`config.mk`:
```
export PLATFORM = sky130hd
export DESIGN_NAME = pcl_program_counter
export DESIGN_NICKNAME = d
export VERILOG_FILES = /design/src/rtl/pcl_pkg.sv /design/src/rtl/pcl_op_select.sv /design/src/rtl/pcl_hold_latch.sv /design/src/rtl/pcl_counter_core.sv /design/src/rtl/pcl_program_counter.sv
export SDC_FILE = /design/constraint.sdc
export NUM_CORES = 1
export LEC_CHECK = 0
export BUFFER_PORTS_ARGS = -buffer_cell sky130_fd_sc_hd__buf_2
export CORE_MARGIN = 1
export CORE_UTILIZATION = 30
export DETAILED_ROUTE_END_ITERATION = 16
export GPL_TIMING_DRIVEN = 1
export PLACE_DENSITY = 0.67
export SLEW_MARGIN = 10
export SYNTH_ARGS = -nofsm -noshare
export SYNTH_HDL_FRONTEND = slang
export SYNTH_SLANG_ARGS = --single-unit
```
`constraint.sdc`:
```
create_clock -name clk -period 1.95 [get_ports clk]
set_input_delay 0.39 -clock clk [delete_from_list [all_inputs] [get_ports clk]]
set_output_delay 0.39 -clock clk [all_outputs]
set_load 0.005 [all_outputs]
```
`src/rtl/pcl_pkg.sv`:
```
package pcl_pkg;

    localparam int BYTE_W  = 8;
    localparam int MID_LSB = 8;
    localparam int UP_LSB  = 16;

    typedef enum logic [1:0] {
        PC_HOLD  = 2'd0,
        PC_STEP  = 2'd1,
        PC_LOWWR = 2'd2,
        PC_LOAD  = 2'd3
    } pc_op_e;

    typedef enum logic [1:0] {
        LT_HOLD    = 2'd0,
        LT_CAPTURE = 2'd1,
        LT_WRITE   = 2'd2
    } lt_op_e;

endpackage

```
`src/rtl/pcl_op_select.sv`:
```
module pcl_op_select
    import pcl_pkg::*;
(
    input  logic   step_i,
    input  logic   lo_wr_i,
    input  logic   lo_rd_i,
    input  logic   mid_wr_i,
    input  logic   up_wr_i,
    input  logic   load_i,
    output pc_op_e pc_op_o,
    output lt_op_e mid_op_o,
    output lt_op_e up_op_o
);

    always_comb begin
        if (load_i) begin
            pc_op_o = PC_LOAD;
        end else if (lo_wr_i) begin
            pc_op_o = PC_LOWWR;
        end else if (step_i) begin
            pc_op_o = PC_STEP;
        end else begin
            pc_op_o = PC_HOLD;
        end
    end

    always_comb begin
        if (lo_rd_i) begin
            mid_op_o = LT_CAPTURE;
        end else if (mid_wr_i) begin
            mid_op_o = LT_WRITE;
        end else begin
            mid_op_o = LT_HOLD;
        end
    end

    always_comb begin
        if (lo_rd_i) begin
            up_op_o = LT_CAPTURE;
        end else if (up_wr_i) begin
            up_op_o = LT_WRITE;
        end else begin
            up_op_o = LT_HOLD;
        end
    end

endmodule

```
`src/rtl/pcl_hold_latch.sv`:
```
module pcl_hold_latch
    import pcl_pkg::*;
#(
    parameter int W    = 8,
    parameter int IN_W = 8
) (
    input  logic            clk,
    input  logic            rst_n,
    input  lt_op_e          op_i,
    input  logic [W-1:0]    cap_val_i,
    input  logic [IN_W-1:0] wr_val_i,
    output logic [W-1:0]    q_o
);

    localparam logic [IN_W-1:0] KEEP = IN_W'((1 << W) - 1);

    logic [W-1:0] q_d;
    logic [W-1:0] q_q;

    always_comb begin
        unique case (op_i)
            LT_HOLD:    q_d = q_q;
            LT_CAPTURE: q_d = cap_val_i;
            LT_WRITE:   q_d = wr_val_i[W-1:0];
            default:    q_d = q_q;
        endcase
    end

    always_ff @(posedge clk or negedge rst_n) begin
        if (!rst_n) begin
            q_q <= '0;
        end else begin
            q_q <= q_d;
        end
    end

    assign q_o = q_q;

    // capture copies the counter field
    p_capture_r6: assert property (@(posedge clk) disable iff (!rst_n)
        (op_i == LT_CAPTURE) |=> (q_o == $past(cap_val_i)));

    // write keeps only the low W bits of the data
    p_write_mask_r8: assert property (@(posedge clk) disable iff (!rst_n)
        (op_i == LT_WRITE) |=> (IN_W'(q_o) == ($past(wr_val_i) & KEEP)));

    // without capture or write the latch holds its value
    p_hold_r7: assert property (@(posedge clk) disable iff (!rst_n)
        (op_i == LT_HOLD) |=> $stable(q_o));

endmodule

```
`src/rtl/pcl_counter_core.sv`:
```
module pcl_counter_core
    import pcl_pkg::*;
#(
    parameter int ADDR_W = 21,
    parameter int STEP   = 2
) (
    input  logic                clk,
    input  logic                rst_n,
    input  pc_op_e              op_i,
    input  logic [BYTE_W-1:0]   lo_wdata_i,
    input  logic [BYTE_W-1:0]   mid_latch_i,
    input  logic [ADDR_W-UP_LSB-1:0] up_latch_i,
    input  logic [ADDR_W-1:0]   target_i,
    output logic [ADDR_W-1:0]   pc_o
);

    localparam logic [ADDR_W-1:0] EVEN_MASK = ~ADDR_W'(1);
    localparam logic [ADDR_W-1:0] STEP_V    = ADDR_W'(STEP);

    logic [ADDR_W-1:0] pc_d;
    logic [ADDR_W-1:0] pc_q;
    logic [BYTE_W-1:0] lo_even;
    logic [ADDR_W-1:0] tgt_even;

    assign lo_even  = lo_wdata_i & 8'hFE;
    assign tgt_even = target_i & EVEN_MASK;

    always_comb begin
        unique case (op_i)
            PC_HOLD:  pc_d = pc_q;
            PC_STEP:  pc_d = pc_q + STEP_V;
            PC_LOWWR: pc_d = {up_latch_i, mid_latch_i, lo_even};
            PC_LOAD:  pc_d = tgt_even;
            default:  pc_d = pc_q;
        endcase
    end

    always_ff @(posedge clk or negedge rst_n) begin
        if (!rst_n) begin
            pc_q <= '0;
        end else begin
            pc_q <= pc_d;
        end
    end

    assign pc_o = pc_q;

    // never an odd address
    p_even_r5: assert property (@(posedge clk) disable iff (!rst_n)
        (pc_o[0] == 1'b0));

    // advance by one instruction, wrapping
    p_step_r2: assert property (@(posedge clk) disable iff (!rst_n)
        (op_i == PC_STEP) |=> (pc_o == $past(pc_o) + STEP_V));

    // direct load takes the target
    p_load_r7: assert property (@(posedge clk) disable iff (!rst_n)
        (op_i == PC_LOAD) |=> (pc_o[ADDR_W-1:1] == $past(target_i[ADDR_W-1:1])));

    // low write merges latches and written byte
    p_lowwr_r4: assert property (@(posedge clk) disable iff (!rst_n)
        (op_i == PC_LOWWR) |=>
            (pc_o[UP_LSB-1:MID_LSB] == $past(mid_latch_i)) &&
            (pc_o[ADDR_W-1:UP_LSB] == $past(up_latch_i)) &&
            (pc_o[MID_LSB-1:1] == $past(lo_wdata_i[MID_LSB-1:1])));

endmodule

```
`src/rtl/pcl_program_counter.sv`:
```
module pcl_program_counter
    import pcl_pkg::*;
#(
    parameter int ADDR_W = 21,
    parameter int STEP   = 2,
    localparam int UP_W  = ADDR_W - UP_LSB
) (
    input  logic              clk,
    input  logic              rst_n,
    input  logic              step_i,
    input  logic              lo_wr_i,
    input  logic [7:0]        lo_wdata_i,
    input  logic              lo_rd_i,
    input  logic              mid_wr_i,
    input  logic [7:0]        mid_wdata_i,
    input  logic              up_wr_i,
    input  logic [7:0]        up_wdata_i,
    input  logic              load_i,
    input  logic [ADDR_W-1:0] load_addr_i,
    output logic [ADDR_W-1:0] pc_o,
    output logic [7:0]        lo_rdata_o,
    output logic [7:0]        mid_latch_o,
    output logic [UP_W-1:0]   up_latch_o
);

    pc_op_e            pc_op;
    lt_op_e            mid_op;
    lt_op_e            up_op;
    logic [ADDR_W-1:0] pc;
    logic [7:0]        mid_q;
    logic [UP_W-1:0]   up_q;

    pcl_op_select i_sel (
        .step_i   (step_i),
        .lo_wr_i  (lo_wr_i),
        .lo_rd_i  (lo_rd_i),
        .mid_wr_i (mid_wr_i),
        .up_wr_i  (up_wr_i),
        .load_i   (load_i),
        .pc_op_o  (pc_op),
        .mid_op_o (mid_op),
        .up_op_o  (up_op)
    );

    pcl_hold_latch #(.W(BYTE_W), .IN_W(BYTE_W)) i_mid_latch (
        .clk       (clk),
        .rst_n     (rst_n),
        .op_i      (mid_op),
        .cap_val_i (pc[UP_LSB-1:MID_LSB]),
        .wr_val_i  (mid_wdata_i),
        .q_o       (mid_q)
    );

    pcl_hold_latch #(.W(UP_W), .IN_W(BYTE_W)) i_up_latch (
        .clk       (clk),
        .rst_n     (rst_n),
        .op_i      (up_op),
        .cap_val_i (pc[ADDR_W-1:UP_LSB]),
        .wr_val_i  (up_wdata_i),
        .q_o       (up_q)
    );

    pcl_counter_core #(.ADDR_W(ADDR_W), .STEP(STEP)) i_core (
        .clk         (clk),
        .rst_n       (rst_n),
        .op_i        (pc_op),
        .lo_wdata_i  (lo_wdata_i),
        .mid_latch_i (mid_q),
        .up_latch_i  (up_q),
        .target_i    (load_addr_i),
        .pc_o        (pc)
    );

    assign pc_o        = pc;
    assign lo_rdata_o  = pc[MID_LSB-1:0];
    assign mid_latch_o = mid_q;
    assign up_latch_o  = up_q;

    // a direct load wins over a low-byte write and an advance
    p_load_prio_r9: assert property (@(posedge clk) disable iff (!rst_n)
        (load_i && (lo_wr_i || step_i)) |=> (pc_o[ADDR_W-1:1] == $past(load_addr_i[ADDR_W-1:1])));

    // a read capture beats a same-cycle latch write
    p_read_prio_r10: assert property (@(posedge clk) disable iff (!rst_n)
        (lo_rd_i && mid_wr_i) |=> (mid_latch_o == $past(pc_o[UP_LSB-1:MID_LSB])));

endmodule

```
Word level (Yosys, flattened, before mapping) --
Cells that the tools add are included.
Word-level totals: memory bits (read-only) 0, flip-flop bits (word level) 34, output and inout bits 42, memories 0, word-level logic and storage cells 24, bits in latches 0, bits in writable memories 0
Cells by class: equal/unequal tests 7, shift operators 0, $add $sub $neg 1, reductions and logical operators 3, multipliers 0, $lt $le $gt $ge 0, div/mod/pow operators 0, bitwise logic cells 0, multiplexer cells 10
Operator list (count):
- 21-bit one-hot mux with 3 select lines | 1
- 21-bit by 2-bit adder with 21-bit output (second input constant) | 1
- 8-bit one-hot mux with 2 select lines | 1
- 2-bit two-way mux | 6
- 5-bit one-hot mux with 2 select lines | 1
- 2-bit equality test (second input constant) | 4
- 2-bit by 1-bit equality test with 1-bit output (second input constant) | 3
- 2-bit nonzero test | 2
- 2-bit zero test | 1
- 1-bit two-way mux | 1

Depth between registers and ports, before layout --
depth after elaboration 5, gate-level depth with buffers 8, gate-level depth less buffers 6

Cells and area by module --
Synthesis repeated with hierarchy kept, for this count alone.
Unflattened totals: cells, all modules 226, area, all modules 2172.1 um^2
Modules (own cells, without submodules):
- pcl_counter_core | seq. area each 500.5 um^2, area an instance 1426.4 um^2, instances 1, cells an instance 151
- pcl_hold_latch (i_mid_latch) | seq. area each 200.2 um^2, area an instance 389.1 um^2, instances 1, cells an instance 36
- pcl_hold_latch (i_up_latch) | seq. area each 125.1 um^2, area an instance 251.5 um^2, instances 1, cells an instance 24
- pcl_program_counter | seq. area each 0.0 um^2, area an instance 60.1 um^2, instances 1, cells an instance 8
- pcl_op_select | seq. area each 0.0 um^2, area an instance 45.0 um^2, instances 1, cells an instance 7

Least setup slack after synthesis --
Ideal clock, no wire load.
path type register -> register, start reg i_core.pc_q[1], in the netlist i_core.pc_o[1], end reg i_core.pc_q[19], in the netlist i_core.pc_o[19], arrival 1.485 ns, path buffers 0, library setup time 0.129 ns, data required time 1.821 ns, stages on the path, launching flop included 7, slack 0.336 ns, clock period less this slack 1.614 ns, path through dfrtp_1 ha_1 nand3_2 nor4b_4 a21oi_1 nor3b_2 o32ai_1
On the way: cells in the longest elaborated chain, start to end 2
Ends and longest elaborated chain:
- from (decl) | line pcl_counter_core.sv:21 | logic [ADDR_W-1:0] pc_q;
- from (signal assigned) | line pcl_counter_core.sv:42 | pc_q <= pc_d;
- 21-bit by 2-bit adder with 21-bit output | line pcl_counter_core.sv:31 | PC_STEP: pc_d = pc_q + STEP_V;
- 21-bit one-hot mux with 3 select lines | line pcl_counter_core.sv:29 | unique case (op_i)
No other way between the ends. A chain may end at the register's enable or synchronous reset.

Final worst setup path --
Same ends and word-level chain as after synthesis.

==> results.sh <==
export IMPL_status="complete, no violations"
export IMPL_grt_pass1_wl_um=10200
export IMPL_whs_ns=0.173
export IMPL_p_leak_nw=1.28
export IMPL_grt_pass1_vias=1975
export IMPL_hpwl_um=4680
export IMPL_synth_edf_count=0
export IMPL_synth_simple_area_share=0.212
export IMPL_cts_setup_buffers=0
export IMPL_routabilityCongestion=0.801
export IMPL_cts_root_buffer="clkbuf_8"
export IMPL_yosysSeqAreaShare=0.388
export IMPL_clock_path_buffers=2
export IMPL_grt_total_usage=0.179
export IMPL_endpoint_kind="flip-flop"
export IMPL_max_vdd_ir_drop_v=0.000273
export IMPL_finalWorstPathRequiredPeriod_ns=1.71
export IMPL_rsz0062_at_grt="false"
export IMPL_cp_start_kind="flip-flop"
export IMPL_routedWlPerCell_um=14.6
export IMPL_synthFlopType="dfrtp_1"
export IMPL_fp_row_count=30
export IMPL_clk_latency_ns=0.29
export IMPL_ys_seq_elements=33
export IMPL_dieArea_mm2=0.00744
export IMPL_hold_viol_final=0
export IMPL_area_delta_synth_final_pct=26.7
export IMPL_crit_type="flip-flop to flip-flop"
export IMPL_cts_resized_gates=0
export IMPL_hold_buffers=0
export IMPL_cts_htree_levels=2
export IMPL_cap_violations=0
export IMPL_die_h_um=86.3
export IMPL_die_w_um=86.3
export IMPL_power_density_mw_per_mm2=695
export IMPL_finalMaxSlewViolations=0
export IMPL_avgSynthCellArea_um2=8.42
export IMPL_nFillCells=702
export IMPL_synth_cells=253
export IMPL_core_mm2=0.00683
export IMPL_synth_adder_area_share=0.00588
export IMPL_syn_area_mm2=0.00213
export IMPL_totalWireLength_um=6280
export IMPL_synthXorXnorAreaFrac=0.00411
export IMPL_antenna_left=0
export IMPL_skew_ns=0.00512
export IMPL_synth_top_family_by_area="compound AO/OA/AOI/OAI gates"
export IMPL_cts_sinks=33
export IMPL_worst_pin_slew_ns=0.771
export IMPL_min_path_type="primary input to async pin"
export IMPL_drc=0
export IMPL_synthDistinctLibCells=44
export IMPL_grt_max_degree=34
export IMPL_period_share=0.877
export IMPL_fmax_ghz=0.585
export IMPL_dr_first_iter_drc_count=107
export IMPL_synthMuxAreaShare=0.0799
export IMPL_synth_compound_area_share=0.239
export IMPL_cts_made_buffers=5
export IMPL_fin_tns_setup_ns=0
export IMPL_start_util=0.312
export IMPL_worstPathArrival_ns=1.88
export IMPL_overflow=0
export IMPL_viasPerCell=5.04
export IMPL_yosysWarnings=0
export IMPL_n_antenna_cell=0
export IMPL_cp_max_fo=6
export IMPL_layout_drive_gt1_share=0.338
export IMPL_port_buffers=87
export IMPL_vias=2166
export IMPL_ios=95
export IMPL_critPathRequiredTime_ns=2.12
export IMPL_tritoncts="yes"
export IMPL_drtPass1Iterations=4
export IMPL_power_mw=1.87
export IMPL_antenna_found_initial=0
export IMPL_setup_viol=0
export IMPL_nNetsFinal=387
export IMPL_relSlewSlack=0.486
export IMPL_async_flop_share=1.00
export IMPL_clk_pin_slew_ns=0.07
-- registers in the layout, summed over array words and instances (netlist names) --
register         flops
i_up_latch.q_o       5
i_core.pc_o         20
i_mid_latch.q_o      8
-- Yosys cell counts (all sizes together), types with 3 or more instances --
library cell,count,share of area
nand2,33,0.058
a21oi,29,0.068
nor2b,5,0.015
o22ai,5,0.015
dfrtp,33,0.39
o21ai,37,0.087
and3,3,0.0094
and2,3,0.0088
clkbuf,7,0.012
a31oi,3,0.0088
inv,4,0.0070
nand3,7,0.021
nor2,19,0.037
mux2i,17,0.080
a22oi,7,0.025
buf,16,0.051
-- cell usage in the layout (no fill, tap or decap), types with 7 or more instances in the layout --
cell and n:
nor2_1 18, o21ai_0 32, buf_2 87, nand2_1 33, a21oi_1 29, buf_4 8
dfrtp_1 33, a22oi_1 7, mux2i_1 17
-- path summary, 6_finish.rpt --
check	from	to	slack, ns	depth (start not counted)
max reg2reg	i_core.pc_o[1]$_DFFE_PN0P_	i_core.pc_o[19]$_DFFE_PN0P_	0.24	6
max	i_core.pc_o[1]$_DFFE_PN0P_	i_core.pc_o[19]$_DFFE_PN0P_	0.24	6
min	rst_n	i_mid_latch.q_o[1]$_DFFE_PN0P_	0.17	1
max in group asynchronous	rst_n	i_up_latch.q_o[1]$_DFFE_PN0P_	1.29	1
min in group clk	load_addr_i[2]	i_core.pc_o[2]$_DFFE_PN0P_	0.31	3
min reg2reg	i_core.pc_o[19]$_DFFE_PN0P_	i_up_latch.q_o[3]$_DFFE_PN0P_	0.57	2
-- worst max-delay path: stages, from the launching register on --
cell and delay [ns]:
dfrtp_1 0.36, ha_1 0.21, nand3_2 0.17, nor4b_4 0.44, a21oi_1 0.14, nor3b_2 0.17, o32ai_1 0.09
-- cells by family after synthesis --
family,count (synthesis)
AO/OA/AOI/OAI,90
AND/OR/NAND/NOR,83
flip-flops,33
buffers and inverters,27
multiplexers,17
adder cells (fa/ha/maj),1
other,1
XOR/XNOR,1
-- metal layers --
metal / vias to the layer above / track usage / wire length, um
met5: - / 0 / 0
met4: 0 / 0.0652 / 89
met3: 7 / 0.0267 / 300
met2: 84 / 0.282 / 2910
met1: 1017 / 0.249 / 2970
li1: 1058 / - / -
-- where the power goes --
part	leakage [nW]	internal, mW	switching, mW
combinational	0.835	0.231	0.241
clock	0.0450	0.248	0.267
sequential	0.398	0.771	0.116
total	1.28	1.25	0.624
-- per-stage QoR --
step / worst slack [ns] / cell area [um^2] / instances / utilization
detailed placement: 0.173 / 2620 / 422 / 0.383
floorplan: 0.336 / 2130 / 254 / -
finish: 0.240 / 2700 / 430 / 0.395
global placement: 0.205 / 2620 / 422 / 0.383
global route: 0.108 / 2700 / 430 / 0.395
CTS: 0.230 / 2700 / 430 / 0.395
-- area by class of cell --
class / count / area (um^2) / share of cell area
clock inverter: 2 / 10.0 / 0.00371
clock buffer: 6 / 72.6 / 0.0269
multi-input combinational: 194 / 1160 / 0.429
timing repair buffer: 95 / 495 / 0.184
tap: 96 / 120 / 0.0445
sequential: 33 / 826 / 0.306
inverter: 4 / 15.0 / 0.00557
Power figures use the tool's default switching activity.
